## src/rtl/dma_arb_pkg.sv

```systemverilog
package dma_arb_pkg;

  function automatic int unsigned idx_width(input int unsigned n);
    return (n > 1) ? $clog2(n) : 1;
  endfunction

endpackage

```

## src/rtl/dma_arb_ptr.sv

```systemverilog
module dma_arb_ptr #(
  parameter int unsigned NCH = 4,
  parameter int unsigned CW  = 2
) (
  input  logic          clk,
  input  logic          rst_q_n,
  input  logic          rotate,
  input  logic          done,
  input  logic [CW-1:0] done_idx,
  output logic [CW-1:0] top_q
);

  localparam logic [CW-1:0] LAST = CW'(NCH - 1);

  logic          ptr_en;
  logic [CW-1:0] ptr_d;

  always_comb begin
    ptr_en = done && rotate;
    ptr_d  = (done_idx == LAST) ? '0 : done_idx + 1'b1;
  end

  always_ff @(posedge clk or negedge rst_q_n) begin
    if (!rst_q_n) begin
      top_q <= '0;
    end else if (ptr_en) begin
      top_q <= ptr_d;
    end
  end

endmodule

```

## src/rtl/dma_arb_pick.sv

```systemverilog
module dma_arb_pick #(
  parameter int unsigned NCH = 4,
  parameter int unsigned CW  = 2
) (
  input  logic [NCH-1:0] cand,
  input  logic [CW-1:0]  top,
  output logic [NCH-1:0] win
);

  always_comb begin
    logic found;
    win   = '0;
    found = 1'b0;
    for (int unsigned k = 0; k < NCH; k++) begin
      int unsigned pos;
      pos = (int'(top) + k) % NCH;
      if (!found && cand[pos]) begin
        win[pos] = 1'b1;
        found    = 1'b1;
      end
    end
  end

endmodule

```

## src/rtl/dma_prio_arbiter.sv

```systemverilog
module dma_prio_arbiter
  import dma_arb_pkg::*;
#(
  parameter int unsigned NCH = 4,
  parameter int unsigned CW  = idx_width(NCH)
) (
  input  logic           clk,
  input  logic           rst_n,
  input  logic [NCH-1:0] req_i,
  input  logic [NCH-1:0] chan_en_i,
  input  logic           rotate_i,
  input  logic           sample_i,
  input  logic           done_i,
  input  logic [CW-1:0]  done_idx_i,
  output logic [NCH-1:0] grant_o,
  output logic           any_req_o
);

  logic [1:0]     rst_sync_q;
  logic           rst_q_n;
  logic [NCH-1:0] cand;
  logic [CW-1:0]  top_q;
  logic [CW-1:0]  eff_top;
  logic [NCH-1:0] win;
  logic [NCH-1:0] grant_q;
  logic [NCH-1:0] grant_d;

  always_ff @(posedge clk or negedge rst_n) begin
    if (!rst_n) begin
      rst_sync_q <= 2'b00;
    end else begin
      rst_sync_q <= {rst_sync_q[0], 1'b1};
    end
  end
  assign rst_q_n = rst_sync_q[1];

  for (genvar g = 0; g < NCH; g++) begin : g_mask
    assign cand[g] = req_i[g] & chan_en_i[g];
  end

  assign any_req_o = |cand;

  dma_arb_ptr #(.NCH(NCH), .CW(CW)) u_ptr (
    .clk      (clk),
    .rst_q_n  (rst_q_n),
    .rotate   (rotate_i),
    .done     (done_i),
    .done_idx (done_idx_i),
    .top_q    (top_q)
  );

  assign eff_top = rotate_i ? top_q : '0;

  dma_arb_pick #(.NCH(NCH), .CW(CW)) u_pick (
    .cand (cand),
    .top  (eff_top),
    .win  (win)
  );

  always_comb begin
    grant_d = sample_i ? win : grant_q;
  end

  always_ff @(posedge clk or negedge rst_q_n) begin
    if (!rst_q_n) begin
      grant_q <= '0;
    end else begin
      grant_q <= grant_d;
    end
  end

  assign grant_o = grant_q;

endmodule

```

## config.mk

```make
export PLATFORM = sky130hd
export DESIGN_NAME = dma_prio_arbiter
export DESIGN_NICKNAME = d
export VERILOG_FILES = /design/src/rtl/dma_arb_pkg.sv /design/src/rtl/dma_arb_ptr.sv /design/src/rtl/dma_arb_pick.sv /design/src/rtl/dma_prio_arbiter.sv
export SDC_FILE = /design/constraint.sdc
export NUM_CORES = 1
export LEC_CHECK = 0
export CAP_MARGIN = 20
export CORE_MARGIN = 10
export CORE_UTILIZATION = 45
export DETAILED_ROUTE_END_ITERATION = 8
export MAX_ROUTING_LAYER = met4
export PLACE_DENSITY = 0.78
export SLEW_MARGIN = 40
export SYNTH_ARGS = -nofsm -noshare
export SYNTH_HDL_FRONTEND = slang
export SYNTH_SLANG_ARGS = --single-unit
```

## constraint.sdc

```tcl
create_clock -name clk -period 0.8 [get_ports clk]
set_clock_uncertainty 0.05 [all_clocks]
set_input_delay 0.24 -clock clk [delete_from_list [all_inputs] [get_ports clk]]
set_output_delay 0.24 -clock clk [all_outputs]
set_load 0.01 [all_outputs]
```

==> impl_metrics.py, run 1 <==
metrics = {
    "run_status": {
        "status": "finished, violations left",
        "violations": "negative setup slack",
    },
    "sta": {
        "fmax_mhz": 541,
        "drv_slew": 0,
        "fin_crit_sh": 2.31,
        "hold_viol_final": 0,
        "whs_ps": 47.0,
        "timing.final.ws_setup_ps": -1050,
        "period_needed_ps": 1850,
        "setup_viol": 10,
        "rsz0062_at_grt": "true",
    },
    "finish": {
        "fillers": 81,
        "mostFrequentLayoutCell": "buf_4",
        "num-nets-final": 140,
        "drive_gt1_frac": 0.483,
        "final_cell_mix": "22 x buf_4, 8 x nor2_1, 8 x dfrtp_1, 8 x buf_6, 6 x dlygate4sd2_1",
        "area_growth_pct": 70.3,
        "multi_input_area_sq_um": 517,
        "finish.utilization": 0.840,
        "antenna-diode-count": 0,
        "regArea_sq_um": 200,
    },
    "logic_synthesis": {
        "synthCells": 71,
        "synth-xor-area-share": 0,
        "netlist_area_sq_um": 666,
        "synthSimpleGateAreaFrac": 0.218,
        "ys_ff_latch": 8,
        "synth_top_family_by_area": "simple AND/OR/NAND/NOR gates",
        "synth_mux_area_frac": 0.124,
        "ys_warn_count": 0,
        "synthesis.nets": 93,
        "synth_compound_area_frac": 0.179,
        "ys_seq_area_frac": 0.301,
        "synthAdderAreaFrac": 0.132,
        "ys_types": 23,
        "avgSynthCellArea_sq_um": 9.38,
    },
    "detailed_routing": {
        "viasPerCell": 5.47,
        "first_iter_violations": 10,
        "ant_nets": 0,
        "vias": 717,
        "firstDrtPassIters": 4,
        "wl_per_cell_microns": 16.8,
        "totalWireLength_microns": 2200,
        "route.detailed.drc": 0,
    },
    "clock_network": {
        "ctsHtreeMaxLevel": 1,
        "clock_sinks": 8,
        "root_buffer": "clkbuf_4",
        "path_clk_slew_ps": 60,
        "clock_path_buffers": 2,
        "cts_tree": "built",
        "insertion_delay_ps": 240,
        "holdBufCountCts": 0,
        "numCtsBuffers": 3,
    },
    "worst_hold_path": {
        "holdCritPathClass": "reg2async",
    },
    "worst_setup_path": {
        "required_ps": 860,
        "slowest_delay_ps": 590,
        "start_kind": "flip-flop",
        "crit_path_top_delay_cell": "mux4_2",
        "critical_path_class": "reg2reg",
        "timing.rr.start": "u_ptr.top_q[0]",
        "ff2ff_setup_slack_ps": -1050,
        "reg2reg_depth": 5,
        "worstPathCellList": "and2_4, clkinv_4, mux4_2, a221oi_2, a31oi_1",
        "rr_endpoint": "grant_o[1]",
        "cp-end-kind": "flip-flop",
        "critPathMaxFanout": 5,
        "cp_data_arrival_time_ps": 1910,
    },
    "placement": {
        "post-place-ws_ps": -1470,
        "hpwl_microns": 1650,
        "portBuffers": 19,
        "gp_congestion": 0.787,
    },
    "global_route": {
        "grt_pass1_vias": 804,
        "grt_pass1_wl_microns": 3330,
        "grtUsageTotal": 0.120,
        "grt-ovfl-total": 0,
        "grt_max_degree": 7,
        "antenna_found_initial": 0,
    },
    "flow_run": {
        "maxCapViolations": 0,
    },
    "die": {
        "io_pins": 20,
        "die_h_microns": 58.5,
        "core_area_sq_mm": 0.00135,
        "row_count": 13,
        "start_util": 0.493,
        "die_x_microns": 58.5,
        "die_area_sq_mm": 0.00342,
    },
    "power_and_ir_drop": {
        "cellLeakagePower_nw": 0.535,
        "total_power_mw": 1.52,
        "powerDensity_mw_per_mm2": 1340,
        "vdd_drop_max_mv": 0.906,
    },
}
==> power breakdown <==
group / switching (mW) / total (mW) / internal [mW]
clock: 0.128 / 0.299 / 0.171
combinational: 0.324 / 0.718 / 0.394
sequential: 0.0438 / 0.501 / 0.457
total: 0.496 / 1.52 / 1.02
==> critical path: cells and delay by family, from the launching register on <==
kind	cells	cell delay [ps]
and+or+nand+nor	1	200
AOI/OAI and AO/OA	2	420
DFF	1	400
buffers and inverters	1	50
muxes	1	590
==> per-stage QoR <==
stage / setup TNS [ps] / instance area, sq um / cells
after floorplan: -4140 / 729 / 71
after global placement: -9300 / 1050 / 120
after detailed placement: -9580 / 1050 / 120
after CTS: -5540 / 1100 / 130
after global routing: -6000 / 1130 / 131
final: -5630 / 1130 / 131
==> final cells by class <==
type / count / share of cell area
multi-input combinational: 59 / 0.456
inverter: 3 / 0.0143
clock buffer: 3 / 0.0199
timing repair buffer: 43 / 0.317
tap: 15 / 0.0166
sequential: 8 / 0.177
==> Yosys cell counts, drive strengths merged <==
library cell | instances | area, sq um
nand4 | 1 | 6.26
mux4 | 3 | 71.3
nor2 | 9 | 41.3
and2 | 5 | 31.3
o2111a | 1 | 11.3
a21oi | 1 | 5.00
o31ai | 2 | 15.0
nor3 | 2 | 10.0
a22oi | 1 | 7.51
nand2 | 7 | 26.3
mux2 | 1 | 11.3
dfrtp | 8 | 200
buf | 1 | 11.3
o21ai | 4 | 20.0
nand3 | 6 | 30.0
a31oi | 4 | 25.0
conb | 1 | 3.75
inv | 3 | 16.3
a221oi | 4 | 35.0
ha | 7 | 87.6
==> metal layers <==
| layer | GRT usage | share of wire | routed length [microns] | up-vias |
|---|---|---|---|---|
| li1 | - | - | - | 360 |
| met1 | 0.110 | 0.38 | 835 | 335 |
| met2 | 0.238 | 0.56 | 1230 | 18 |
| met3 | 0.0322 | 0.047 | 103 | 4 |
| met4 | 0.0235 | 0.013 | 28 | 0 |
| met5 | - | 0 | 0 | - |
==> flip-flops by register name, indices dropped and copies added (netlist names) <==
register     count
grant_o          4
rst_sync_q       2
u_ptr.top_q      2
==> cell families (layout without fill, tap and decap cells) <==
kind of cell | after synthesis | count (layout)
AOI/OAI and AO/OA | 17 | 17
adders and majority gates | 7 | 7
buffers and inverters | 4 | 49
DFF | 8 | 8
muxes | 4 | 4
other | 1 | 1
and+or+nand+nor | 30 | 30
==> worst max path at each step <==
stage	start	depth (start not counted)	to	slack, ps
2_1_floorplan	u_ptr.top_q[0]	6	grant_o[0]	-1000
3_3_place_gp	rotate_i	7	grant_o[0]	-1430
3_5_place_dp	rotate_i	7	grant_o[0]	-1470
4_1_cts	u_ptr.top_q[0]	5	grant_o[1]	-1050
5_1_grt	u_ptr.top_q[0]	5	grant_o[1]	-1100
6_report	u_ptr.top_q[0]	5	grant_o[1]	-1050
==> what timing repair did <==
action                     in CTS  in global routing
pin swaps                       5                  2
setup endpoints to repair      11                 11
setup buffers                   7                  1
resized for setup              59                  5
hold endpoints to repair        0                  0
Note: power is estimated with default switching activity, not from simulation.
==> run 2: changes to the inputs <==
--- a/config.mk
+++ b/config.mk
@@ -5,9 +5,9 @@
 export SDC_FILE = /design/constraint.sdc
 export NUM_CORES = 1
 export LEC_CHECK = 0
-export CAP_MARGIN = 20
 export CORE_MARGIN = 10
 export CORE_UTILIZATION = 45
+export CTS_CLUSTER_SIZE = 12
 export DETAILED_ROUTE_END_ITERATION = 8
 export MAX_ROUTING_LAYER = met4
 export PLACE_DENSITY = 0.78
==> results of run 2 <==
The final DEF is identical to that of run 1; final timing and power are the same.
